===== src/rtl/mdm_pkg.sv =====
package mdm_pkg;

  // Frame geometry of a clause-22 management frame
  localparam int FRAME_BITS = 64;
  localparam int IDX_W      = 6;
  localparam int PHY_AW     = 5;
  localparam int REG_AW     = 5;
  localparam int DATA_W     = 16;
  localparam int CMD_W      = 1 + PHY_AW + REG_AW;

  // Bit index (0 = first bit on the wire) where the line is released on reads
  localparam int TA_FIRST   = 46;
  // First bit index of the data phase
  localparam int DATA_FIRST = 48;

  // Control register bit positions
  localparam int CTRL_GO_BIT = 0;
  localparam int CTRL_EN_BIT = 3;

  typedef enum logic [1:0] {
    SEL_CMD   = 2'd0,
    SEL_WDATA = 2'd1,
    SEL_RDATA = 2'd2,
    SEL_CTRL  = 2'd3
  } reg_sel_e;

  // Packed in register layout: bit 10 direction, 9:5 PHY, 4:0 register
  typedef struct packed {
    logic              rd;
    logic [PHY_AW-1:0] phy;
    logic [REG_AW-1:0] regad;
  } mgmt_cmd_t;

  function automatic logic [FRAME_BITS-1:0] build_frame(mgmt_cmd_t c, logic [DATA_W-1:0] d);
    return {32'hFFFF_FFFF, 2'b01, (c.rd ? 2'b10 : 2'b01), c.phy, c.regad, 2'b10, d};
  endfunction

endpackage


===== src/rtl/mdm_regs.sv =====
module mdm_regs
  import mdm_pkg::*;
#(
  parameter int BUS_W = 16
) (
  input  logic                clk,
  input  logic                rst,
  input  logic                we,
  input  logic [1:0]          addr,
  input  logic [BUS_W-1:0]    wdata,
  output logic [BUS_W-1:0]    rdata,
  input  logic                busy,
  input  logic                rd_done,
  input  logic [DATA_W-1:0]   rd_shift,
  output mgmt_cmd_t           cmd,
  output logic [DATA_W-1:0]   wr_word,
  output logic                go
);

  logic [CMD_W-1:0]  cmd_q;
  logic [DATA_W-1:0] wr_q;
  logic [DATA_W-1:0] rd_q;
  logic              en_q;
  logic [BUS_W-1:0]  ctrl_view;

  always_ff @(posedge clk) begin
    if (rst) begin
      cmd_q <= '0;
      wr_q  <= '0;
      rd_q  <= '0;
      en_q  <= 1'b0;
    end else begin
      if (we) begin
        case (reg_sel_e'(addr))
          SEL_CMD:   cmd_q <= wdata[CMD_W-1:0];
          SEL_WDATA: wr_q  <= wdata[DATA_W-1:0];
          SEL_CTRL:  en_q  <= wdata[CTRL_EN_BIT];
          default:   ;
        endcase
      end
      if (rd_done) rd_q <= rd_shift;
    end
  end

  always_comb begin
    ctrl_view = '0;
    ctrl_view[CTRL_GO_BIT] = busy;
    ctrl_view[CTRL_EN_BIT] = en_q;
  end

  always_ff @(posedge clk) begin
    if (rst) begin
      rdata <= '0;
    end else begin
      case (reg_sel_e'(addr))
        SEL_CMD:   rdata <= BUS_W'(cmd_q);
        SEL_WDATA: rdata <= BUS_W'(wr_q);
        SEL_RDATA: rdata <= BUS_W'(rd_q);
        default:   rdata <= ctrl_view;
      endcase
    end
  end

  // A go request needs the enable bit in the same write
  assign go      = we && (reg_sel_e'(addr) == SEL_CTRL) && wdata[CTRL_GO_BIT] && wdata[CTRL_EN_BIT];
  assign cmd     = mgmt_cmd_t'(cmd_q);
  assign wr_word = wr_q;

  AST_RDATA_HOLD: assert property (@(posedge clk) disable iff (rst)
    !rd_done |=> $stable(rd_q));

endmodule


===== src/rtl/mdm_clkgen.sv =====
module mdm_clkgen #(
  parameter int CLK_DIV = 8
) (
  input  logic clk,
  input  logic rst,
  input  logic run,
  output logic mdc,
  output logic rise_stb,
  output logic fall_stb
);

  localparam int HALF = CLK_DIV / 2;
  localparam int CW   = $clog2(HALF) + 1;

  logic [CW-1:0] cnt;
  logic          at_end;

  assign at_end = (cnt == CW'(HALF - 1));

  always_ff @(posedge clk) begin
    if (rst || !run) begin
      cnt <= '0;
      mdc <= 1'b0;
    end else if (at_end) begin
      cnt <= '0;
      mdc <= ~mdc;
    end else begin
      cnt <= cnt + CW'(1);
    end
  end

  assign rise_stb = run && at_end && !mdc;
  assign fall_stb = run && at_end && mdc;

  AST_MDC_HALF_PERIOD: assert property (@(posedge clk) disable iff (rst)
    (run && $past(run) && !$stable(mdc)) |-> ($past(cnt) == CW'(HALF - 1)));

endmodule


===== src/rtl/mdm_engine.sv =====
module mdm_engine
  import mdm_pkg::*;
(
  input  logic              clk,
  input  logic              rst,
  input  logic              go,
  input  mgmt_cmd_t         cmd,
  input  logic [DATA_W-1:0] wr_word,
  input  logic              rise_stb,
  input  logic              fall_stb,
  input  logic              mdio_i,
  output logic              busy,
  output logic              mdio_o,
  output logic              mdio_oe,
  output logic              rd_done,
  output logic [DATA_W-1:0] rd_shift
);

  localparam logic [IDX_W-1:0] LAST_IDX = IDX_W'(FRAME_BITS - 1);
  localparam logic [IDX_W:0]   TA_IDX   = (IDX_W+1)'(TA_FIRST);
  localparam logic [IDX_W-1:0] DAT_IDX  = IDX_W'(DATA_FIRST);

  logic [FRAME_BITS-1:0] next_frame;
  logic [FRAME_BITS-2:0] shreg;
  logic [IDX_W-1:0]      bidx;
  logic [IDX_W:0]        bidx_nxt;
  logic                  is_rd;
  logic                  last_fall;

  assign next_frame = build_frame(cmd, cmd.rd ? {DATA_W{1'b1}} : wr_word);
  assign bidx_nxt   = {1'b0, bidx} + (IDX_W+1)'(1);
  assign last_fall  = busy && fall_stb && (bidx == LAST_IDX);
  assign rd_done    = last_fall && is_rd;

  always_ff @(posedge clk) begin
    if (rst) begin
      busy     <= 1'b0;
      shreg    <= '0;
      bidx     <= '0;
      is_rd    <= 1'b0;
      mdio_o   <= 1'b1;
      mdio_oe  <= 1'b0;
      rd_shift <= '0;
    end else if (!busy) begin
      if (go) begin
        busy    <= 1'b1;
        bidx    <= '0;
        is_rd   <= cmd.rd;
        shreg   <= next_frame[FRAME_BITS-2:0];
        mdio_o  <= next_frame[FRAME_BITS-1];
        mdio_oe <= 1'b1;
      end
    end else begin
      if (rise_stb && is_rd && (bidx >= DAT_IDX))
        rd_shift <= {rd_shift[DATA_W-2:0], mdio_i};
      if (fall_stb) begin
        if (bidx == LAST_IDX) begin
          busy    <= 1'b0;
          mdio_o  <= 1'b1;
          mdio_oe <= 1'b0;
        end else begin
          bidx    <= bidx_nxt[IDX_W-1:0];
          mdio_o  <= shreg[FRAME_BITS-2];
          shreg   <= {shreg[FRAME_BITS-3:0], 1'b0};
          mdio_oe <= !(is_rd && (bidx_nxt >= TA_IDX));
        end
      end
    end
  end

  AST_READ_RELEASE: assert property (@(posedge clk) disable iff (rst)
    (busy && is_rd && ({1'b0, bidx} >= TA_IDX)) |-> !mdio_oe);

  AST_BUSY_GO_IGNORED: assert property (@(posedge clk) disable iff (rst)
    (busy && go && !fall_stb) |=> (busy && $stable(bidx)));

endmodule


===== src/rtl/mdm_master.sv =====
module mdm_master
  import mdm_pkg::*;
#(
  parameter int CLK_DIV = 8,
  parameter int BUS_W   = 16
) (
  input  logic             clk,
  input  logic             rst,
  input  logic             bus_we,
  input  logic [1:0]       bus_addr,
  input  logic [BUS_W-1:0] bus_wdata,
  output logic [BUS_W-1:0] bus_rdata,
  output logic             mdc,
  output logic             mdio_o,
  output logic             mdio_oe,
  input  logic             mdio_i
);

  mgmt_cmd_t         cmd;
  logic [DATA_W-1:0] wr_word;
  logic [DATA_W-1:0] rd_shift;
  logic              go;
  logic              busy;
  logic              rd_done;
  logic              rise_stb;
  logic              fall_stb;

  mdm_regs #(.BUS_W(BUS_W)) u_regs (
    .clk      (clk),
    .rst      (rst),
    .we       (bus_we),
    .addr     (bus_addr),
    .wdata    (bus_wdata),
    .rdata    (bus_rdata),
    .busy     (busy),
    .rd_done  (rd_done),
    .rd_shift (rd_shift),
    .cmd      (cmd),
    .wr_word  (wr_word),
    .go       (go)
  );

  mdm_clkgen #(.CLK_DIV(CLK_DIV)) u_clkgen (
    .clk      (clk),
    .rst      (rst),
    .run      (busy),
    .mdc      (mdc),
    .rise_stb (rise_stb),
    .fall_stb (fall_stb)
  );

  mdm_engine u_engine (
    .clk      (clk),
    .rst      (rst),
    .go       (go),
    .cmd      (cmd),
    .wr_word  (wr_word),
    .rise_stb (rise_stb),
    .fall_stb (fall_stb),
    .mdio_i   (mdio_i),
    .busy     (busy),
    .mdio_o   (mdio_o),
    .mdio_oe  (mdio_oe),
    .rd_done  (rd_done),
    .rd_shift (rd_shift)
  );

  AST_MDIO_LOW_PHASE: assert property (@(posedge clk) disable iff (rst)
    (!$stable(mdio_o) || !$stable(mdio_oe)) |-> !mdc);

  AST_MDC_IDLE_LOW: assert property (@(posedge clk) disable iff (rst)
    !busy |-> !mdc);

  AST_START_NEEDS_EN: assert property (@(posedge clk) disable iff (rst)
    $rose(busy) |-> $past(bus_we && (bus_addr == 2'd3) && bus_wdata[CTRL_EN_BIT]));

endmodule


===== config.mk =====
export PLATFORM = sky130hd
export DESIGN_NAME = mdm_master
export DESIGN_NICKNAME = d
export VERILOG_FILES = /design/src/rtl/mdm_pkg.sv /design/src/rtl/mdm_regs.sv /design/src/rtl/mdm_clkgen.sv /design/src/rtl/mdm_engine.sv /design/src/rtl/mdm_master.sv
export SDC_FILE = /design/constraint.sdc
export NUM_CORES = 1
export LEC_CHECK = 0
export ABC_CLOCK_PERIOD_IN_PS = 2200
export CORE_ASPECT_RATIO = 0.75
export CORE_UTILIZATION = 62
export DETAILED_ROUTE_END_ITERATION = 7
export DONT_BUFFER_PORTS = 1
export GPL_TIMING_DRIVEN = 1
export PLACE_DENSITY = 0.78
export RECOVER_POWER = 25
export SYNTH_ARGS = -nofsm -noshare
export SYNTH_HDL_FRONTEND = slang
export SYNTH_SLANG_ARGS = --single-unit
export TNS_END_PERCENT = 100

===== constraint.sdc =====
create_clock -name clk -period 2.2 [get_ports clk]
set_clock_uncertainty 0.2 [all_clocks]
set_input_delay 0.44 -clock clk [delete_from_list [all_inputs] [get_ports clk]]
set_output_delay 0.44 -clock clk [all_outputs]
set_load 0.005 [all_outputs]

# Word level (Yosys, flattened, before mapping)
# Index checks and enable logic that the tools add are counted.
[word_totals] ff_bits=153 latchBits=0 ramBits=0 mem_bits_ro=0 in_bits=22 output_inout_bits=19 elab_cells=75 n_memories=0
[op_classes] n_addsub=2 mul=0 div_mod_pow=0 magnitude_cmp=2 n_eq_ne=7 shift=0 n_mux=22 bitwise_logic=2 reduce_logical=26
[op_table] cell="$mux 63" count=4
[op_table] cell="$pmux 16 s3" count=1
[op_table] cell="$mux 6" count=4
[op_table] cell="$mux 16" count=1
[op_table] cell="$logic_and 1x1->1" count=12
[op_table] cell="$reduce_and 2->1" count=6
[op_table] cell="$mux 1" count=11
[op_table] cell="$add 6x1->7 const B" count=1
[op_table] cell="$ge 7x6->1 const B" count=1
[op_table] cell="$eq 6x6->1 const B" count=1
[op_table] cell="$ge 6x6->1 const B" count=1
[op_table] cell="$eq 2x2->1 const B" count=2
[op_table] cell="$add 3x1->3 const B" count=1
[op_table] cell="$eq 3x2->1 const B" count=1
[op_table] cell="$logic_not 1->1" count=3
[op_table] cell="$reduce_and 3->1" count=1
[op_table] cell="$eq 2x1->1 const B" count=1
[op_table] cell="$logic_not 2->1" count=1
[op_table] cell="$mux 2" count=1
[op_table] cell="$ne 2x1->1 const B" count=1
[op_table] cell="$ne 2x2->1 const B" count=1
[op_table] cell="$not 1->1" count=2
[op_table] cell="$reduce_bool 2->1" count=1
[op_table] cell="$reduce_or 2->1" count=1
[op_table] cell="$logic_or 1x1->1" count=1

# Logic depth before layout (Yosys ltp)
# Gate-level depths: netlist of the first run.
[logic_depth] depth_word=7 ltp_mapped=9 ltp_nobuf=6

# By module
# A second synthesis of the first run with hierarchy kept.
[hier_totals] cells_unflattened=731 hier_area_um2=6612.6
[by_module_without_submodules] module="mdm_engine" instances=1 cells_per_inst=480 area_per_inst_um2=3953.8 seq_area_each_um2=1781.7
[by_module_without_submodules] module="mdm_regs" instances=1 cells_per_inst=235 area_per_inst_um2=2498.6 seq_area_each_um2=1201.2
[by_module_without_submodules] module="mdm_clkgen" instances=1 cells_per_inst=16 area_per_inst_um2=160.2 seq_area_each_um2=80.1

# Least setup slack after synthesis of the first run
# No wires, ideal clock.
[synth_path] path_type="flip-flop to flip-flop" start="register u_clkgen.cnt[0]" end="register u_regs.rd_q[10]" setup_time_ns=0.070 arrival_ns=1.715 required_ns=1.930 setup_slack_ns=0.215 stages_incl_launch_ff=9 n_path_buf=2 period_less_slack_ns=1.985 path_cell_list="dfxtp_1 -> ha_1 -> ha_1 -> and3_1 -> buf_2 -> nand4_1 -> clkbuf_1 -> nand2_1 -> a21oi_1"
[synth_between] elab_chain_len=6
[synth_lines] element="from (decl)" line_no="mdm_clkgen.sv:15" source="logic [CW-1:0] cnt;"
[synth_lines] element="from (signal assigned)" line_no="mdm_clkgen.sv:28" source="cnt <= cnt + CW'(1);"
[synth_lines] element="$eq 3x2->1" line_no="mdm_clkgen.sv:18" source="assign at_end = (cnt == CW'(HALF - 1));"
[synth_lines] element="$logic_and 1x1->1 (2 in a row)" line_no="mdm_clkgen.sv:33" source="assign fall_stb = run && at_end && mdc;"
[synth_lines] element="$logic_and 1x1->1 (2 in a row)" line_no="mdm_engine.sv:32" source="assign last_fall = busy && fall_stb && (bidx == LAST_IDX);"
[synth_lines] element="$logic_and 1x1->1" line_no="mdm_engine.sv:33" source="assign rd_done = last_fall && is_rd;"
[synth_lines] element="to (signal assigned)" line_no="mdm_regs.sv:41" source="if (rd_done) rd_q <= rd_shift;"
[synth_lines] element="to (decl)" line_no="mdm_regs.sv:22" source="logic [DATA_W-1:0] rd_q;"
# No other way between the ends.
# A chain may end at the register's enable or synchronous reset.

# Final worst setup path of the first run
[layout_path] start="register u_clkgen.cnt[0]" end="register u_engine.shreg[25]"
[layout_between] elab_chain_len=5
[layout_lines] element="$eq 3x2->1" line_no="mdm_clkgen.sv:18"
[layout_lines] element="$logic_and 1x1->1 (2 in a row)" line_no="mdm_clkgen.sv:33"
[layout_lines] element="$ne 2x1->1 (no source line)"
[layout_lines] element="$reduce_and 3->1 (no source line)"
[layout_lines] element="to (signal assigned)" line_no="mdm_engine.sv:49" source="shreg <= next_frame[FRAME_BITS-2:0];"
[layout_lines] element="to (signal assigned)" line_no="mdm_engine.sv:64" source="shreg <= {shreg[FRAME_BITS-3:0], 1'b0};"
[layout_lines] element="to (decl)" line_no="mdm_engine.sv:24" source="logic [FRAME_BITS-2:0] shreg;"
# No other way between the ends.

==> flow_metrics.tcl, run 1 <==
set metrics [dict create \
    status "finished with violations" \
    violations "negative hold slack" \
    async_reset_ff_share_pct 0 \
    cts-htree-levels 4 \
    syn_nets 728 \
    layout.nets 756 \
    fmax_ghz 0.479 \
    final_max_slew_viol_count 0 \
    finalSetupViolations 0 \
    synth_area_um2 5970 \
    firstDrtPassIters 5 \
    synthTopCellsByArea "dfxtp_1 51%, nor3_1 9.0%, nand2_1 6.8%, a21oi_1 5.8%, mux2i_1 5.2%" \
    min_period_over_period_pct 95.0 \
    routed_wl_mm 14.7 \
    num_antenna_cells 0 \
    crit_path_end_kind "register" \
    die-height_um 87.0 \
    clk_root_buffer_cell "clkbuf_16" \
    crit_fanout 25 \
    pin_count 41 \
    hold_viol 60 \
    critPathSlowestCell "dfxtp_1" \
    reg2reg_setup_slack_ps 110 \
    yosysTopAreaCell "dfxtp_1" \
    synth_edf_count 0 \
    rsz0062_at_grt "no" \
    dieArea_um2 10000 \
    numCtsBuffers 17 \
    track_usage_pct 30.8 \
    seq_area_frac_synth_pct 51.3 \
    grt_pass1_vias 4879 \
    synthAdderAreaFrac_pct 0.838 \
    via_per_inst 6.00 \
    met1Wirelength_mm 6.25 \
    ys_warn_count 0 \
    clock_latency_ps 420 \
    antenna_found_initial 0 \
    yosys.cell_types.count 48 \
    required_ps 2310 \
    start_util_pct 65.0 \
    drcViolationCount 0 \
    slowest_delay_ps 340 \
    die_w_um 115 \
    routed-wl-met3_mm 1.20 \
    place_inst 790 \
    grt_max_degree 154 \
    cp_num_buf_inv 1 \
    fp.coreArea_um2 9200 \
    tightest_slew_ps 695 \
    cp_cell_sequence "ha_1 > ha_2 > nand3_1 > a21oi_4 > buf_12 > nor3_1 > a211oi_1" \
    gp_congestion 0.820 \
    p_leak_nw 2.70 \
    ir_drop_uv 839 \
    hp-class "primary input to register" \
    synth_commonest_cells "153 x dfxtp_1, 108 x nand2_1, 108 x nor3_1" \
    dr.max_layer_used "met4" \
    path_delay_family "compound AO/OA/AOI/OAI gates" \
    drive_above_1_share_pct 9.03 \
    synth_top_area_share_pct 51.3 \
    port_buffers 0 \
    hold_slack_ps -97.3 \
    startpoint_type "register" \
    rows 30 \
    fin_cells 870 \
    synth_top_family_by_area "simple AND/OR/NAND/NOR gates" \
    overflow 0 \
    synth-simple-area-share_pct 25.2 \
    synth_compound_area_share_pct 11.9 \
    synth-xor-area-share_pct 0.147 \
    maxCapViolCount 0 \
    yosysMostFrequentCell "dfxtp_1" \
    first_iter_violations 424 \
    yosys_register_bits 153 \
    cts_sinks 153 \
    criticalPathCategory "register to register" \
    cts.clk_slew.worst_paths_ps 60 \
    cts_max_path_buffers 2 \
    ant_nets 0 \
    cts_tree "done" \
    wl_met2_mm 7.06 \
    synth_ff_type "dfxtp_1" \
    arrival_ps 2200 \
    layout_setup_ws_ps 110 \
    slew-limit-headroom_pct 53.7 \
    dp_hpwl_mm 8.40 \
    post_synth_mux_area_share_pct 6.01 \
    vias 5224 \
    syn-mean-instance-area_um2 8.51 \
    fin_crit_ps 2090 \
    syn_to_final_growth_pct 20.3 \
    grt_pass1_wl_mm 23.8 \
    ctsHoldBuffers 46 \
    p_per_area_nw_per_um2 817 \
    wire_per_inst_um 16.9 \
    pre_cts_ws_ps -79.0 \
    netlist_instances 702 \
]
## worst register-to-register path, delay by kind of cell (launching register included)
family / cells / cell delay (ps)
DFF: 1 / 340
AOI/OAI and AO/OA: 2 / 570
buffers and inverters: 1 / 200
adders and majority gates: 2 / 390
and+or+nand+nor: 2 / 300
## layer usage
layer	global-route usage (%)	vias to the layer above
li1	-	2495
met1	39.2	2487
met2	50.9	218
met3	8.00	24
met4	10.4	0
met5	0	-
## cell type report
type	instances	area, um2
Tap cell	128	160
Clock buffer	19	453
Inverter	3	11.3
Multi-Input combinational cell	487	2660
Clock inverter	12	126
Fill cell	604	2010
Sequential cell	153	3070
Timing Repair Buffer	68	712
## repair_timing
item,in CTS,in global routing
hold endpoints to repair,148,102
gates cloned,0,1
gates resized for setup,3,4
pin swaps,0,1
buffers inserted,1,1
endpoints found under the setup margin,11,25
## per-stage QoR
| step | power [mW] | setup TNS (ps) | util (%) | instance area, um2 |
|---|---|---|---|---|
| after floorplan | 3.06 | 0 | - | 5970 |
| after detailed placement | 3.05 | -212 | 66.3 | 6100 |
| after global placement | 3.04 | 0 | 66.3 | 6100 |
| after global routing | 6.03 | 0 | 78.2 | 7190 |
| after CTS | 5.87 | 0 | 77.9 | 7160 |
| final | 5.87 | 0 | 78.2 | 7190 |
## power breakdown
part           total [mW]  leakage, nW  switching [mW]  internal (mW)
registers            2.85         1.24          0.0329           2.82
logic               0.178         1.19          0.0828         0.0953
clock network        2.84        0.273            1.13           1.71
## logic make-up (layout without fill, tap and decap cells)
family | count (synthesis) | after routing
fa+ha+maj | 4 | 4
mux | 33 | 33
simple gates | 330 | 330
flops | 153 | 153
xor+xnor | 1 | 1
compound gates | 119 | 119
buf+inv | 62 | 102
## flip-flops by register name, indices dropped and copies added, names as in the netlist
signal / cells
u_clkgen.cnt: 3
u_clkgen.mdc: 1
u_regs.rd_q: 16
u_engine.is_rd: 1
u_engine.shreg: 63
u_regs.en_q: 1
u_regs.cmd: 11
u_engine.mdio_oe: 1
u_engine.bidx: 6
u_regs.wr_word: 16
u_regs.rdata: 16
u_engine.rd_shift: 16
u_engine.mdio_o: 1
u_engine.busy: 1
## cell usage in the layout, fill, tap and decap left out, types with 3 or more instances in the layout
cell	instances
a211oi_1	10
a21oi_1	69
a22oi_1	5
a31oi_1	4
and3_1	3
buf_12	6
buf_4	13
clkbuf_16	18
clkinv_2	4
clkinvlp_4	5
dfxtp_1	151
dlygate4sd3_1	46
inv_1	3
mux2i_1	31
nand2_1	107
nand2b_1	3
nand3_1	9
nor2_1	74
nor2b_1	4
nor3_1	108
o21ai_0	3
o22ai_1	15
o31ai_1	5
or3_1	3
## path summary, 6_finish.rpt
path | start | endpoint | cells after the start
max reg2reg | u_clkgen.cnt[0]$_SDFF_PP0_ | u_engine.shreg[25]$_SDFFE_PP0P_ | 7
min | rst | u_engine.shreg[53]$_SDFFE_PP0P_ | 1
max | u_clkgen.cnt[0]$_SDFF_PP0_ | u_engine.shreg[25]$_SDFFE_PP0P_ | 7
min reg2reg | u_clkgen.cnt[0]$_SDFF_PP0_ | u_clkgen.cnt[0]$_SDFF_PP0_ | 1
Power figures use the tool's default switching activity.
==> run 2: changes to the inputs <==
Settings changed: GPL_TIMING_DRIVEN 1 to 0.
==> flow_metrics.tcl, run 2 (synthesized netlist as in run 1, its figures left out) <==
set metrics [dict create \
    cts_sinks 153 \
    fin_crit_ps 2170 \
    layout_setup_ws_ps 29.9 \
    regMostFlops "u_engine.shreg" \
    hp-class "primary input to register" \
    crit_path_end_kind "register" \
    slew-limit-headroom_pct 54.4 \
    numCtsBuffers 17 \
    routed-wl-met3_mm 1.09 \
    worstRegToRegCells 10 \
    drive_above_1_share_pct 11.2 \
    min_period_over_period_pct 98.6 \
    firstDrtPassIters 5 \
    critPathSlowestCell "dfxtp_1" \
    die-height_um 87.0 \
    pre_cts_ws_ps -187 \
    place_area_um2 6130 \
    track_usage_pct 31.6 \
    nFillCells 655 \
    path_delay_family "buffers and inverters" \
    rows 30 \
    met1Wirelength_mm 7.06 \
    wire_per_inst_um 17.3 \
    ir_drop_uv 801 \
    layout.nets 772 \
    final_area_um2 7070 \
    arrival_ps 2250 \
    overflow 0 \
    vias 5358 \
    via_per_inst 6.04 \
    final_core_util_pct 76.9 \
    port_buffers 0 \
    layout_commonest_cell "dfxtp_1" \
    first_iter_violations 666 \
    syn_to_final_growth_pct 18.3 \
    p_leak_nw 2.58 \
    grt_max_degree 17 \
    startpoint_type "register" \
    grt_pass1_vias 4760 \
    maxCapViolCount 0 \
    crit_fanout 9 \
    cts_tree "done" \
    fmax_ghz 0.461 \
    routed_wl_mm 15.3 \
    cts-htree-levels 4 \
    drcViolationCount 0 \
    clock_latency_ps 420 \
    status "finished, final reports clean" \
    start_util_pct 65.0 \
    p_per_area_nw_per_um2 864 \
    required_ps 2280 \
    antenna_found_initial 0 \
    most-common-layout-cells "152 x dfxtp_1, 108 x nor3_1, 107 x nand2_1" \
    cts.clk_slew.worst_paths_ps 60 \
    ant_nets 0 \
    slowest_delay_ps 400 \
    largest_reg_flops 63 \
    die_w_um 115 \
    gp_congestion 0.842 \
    min_to "u_regs.en_q$_SDFFE_PP0P_" \
    cp_num_buf_inv 5 \
    tightest_slew_ps 685 \
    fp.coreArea_um2 9200 \
    pin_count 41 \
    dieArea_um2 10000 \
    p_total_mw 6.11 \
    min_from "bus_we" \
    grt_pass1_wl_mm 24.0 \
    criticalPathCategory "register to register" \
    dp_hpwl_mm 10.3 \
    hold_viol 0 \
    wl_met2_mm 6.75 \
    reg2reg_to "u_engine.shreg[26]$_SDFFE_PP0P_" \
    hold_depth 3 \
    r2r-start "u_engine.bidx[1]$_SDFFE_PP0P_" \
    setup_tns_ps 0 \
    clk_root_buffer_cell "clkbuf_16" \
    num_antenna_cells 0 \
    cts_max_path_buffers 2 \
    finalSetupViolations 0 \
    cp_cell_sequence "ha_1 > buf_2 > and3_1 > buf_2 > a21oi_4 > buf_12 > buf_4 > buf_4 > nor3_1 > a211oi_1" \
    reg2reg_setup_slack_ps 30 \
    dr.max_layer_used "met4" \
    final_max_slew_viol_count 0 \
]
run 2: cell type report:
type                       count  area (um2)  share of cell area, %
sequential                   153        3060                   43.3
timing repair buffer          26         250                   3.54
tap                          128         160                   2.27
inverter                       3        11.3                  0.159
clock buffer                  19         433                   6.12
multi-input combinational    487        2660                   37.6
clock inverter                13         176                   2.50
buffer                        58         315                   4.46
run 2: worst max-delay path by stage:
stage / from / to / slack (ps) / cells after the start
3_3_place_gp: u_clkgen.cnt[0]$_SDFF_PP0_ / u_regs.rd_q[11]$_SDFFE_PP0P_ / -100 / 8
4_1_cts: u_clkgen.cnt[0]$_SDFF_PP0_ / u_engine.shreg[10]$_SDFFE_PP0P_ / 3 / 8
2_1_floorplan: u_clkgen.cnt[0]$_SDFF_PP0_ / u_regs.rd_q[10]$_SDFFE_PP0P_ / 210 / 8
5_1_grt: u_clkgen.cnt[0]$_SDFF_PP0_ / u_regs.rd_q[14]$_SDFFE_PP0P_ / -20 / 8
3_5_place_dp: u_clkgen.cnt[0]$_SDFF_PP0_ / u_regs.rd_q[9]$_SDFFE_PP0P_ / -190 / 8
6_report: u_engine.bidx[1]$_SDFFE_PP0P_ / u_engine.shreg[26]$_SDFFE_PP0P_ / 30 / 10
run 2: layer usage:
| metal | GRT usage (%) | vias up |
|---|---|---|
| li1 | - | 2526 |
| met1 | 44.1 | 2551 |
| met2 | 47.1 | 242 |
| met3 | 6.54 | 39 |
| met4 | 14.3 | 0 |
| met5 | 0 | - |
run 2: worst reg2reg max path: stages, from the launching register on:
cell	delay, ps
dfxtp_1	400
ha_1	170
buf_2	190
and3_1	170
buf_2	170
a21oi_4	80
buf_12	150
buf_4	130
buf_4	120
nor3_1	180
a211oi_1	80
run 2: timing repair:
action | CTS | global route
setup endpoints to repair | 69 | 86
resized for setup | 13 | 23
setup buffers | 5 | 4
hold buffers | 17 | 0
endpoints found under the hold margin | 29 | 0
pin swaps | 2 | 2
run 2: through the flow:
| step | hold slack [ps] | instances |
|---|---|---|
| finish | 133 | 887 |
| global route | 159 | 887 |
| CTS | 111 | 883 |
| detailed placement | 229 | 830 |
| global placement | 207 | 830 |
| floorplan | 197 | 702 |
run 2: report_power, final:
group / internal [mW] / total, mW / switching [mW]
clock: 1.89 / 3.00 / 1.11
combinational: 0.0987 / 0.254 / 0.155
sequential: 2.82 / 2.85 / 0.0329
total: 4.80 / 6.11 / 1.30
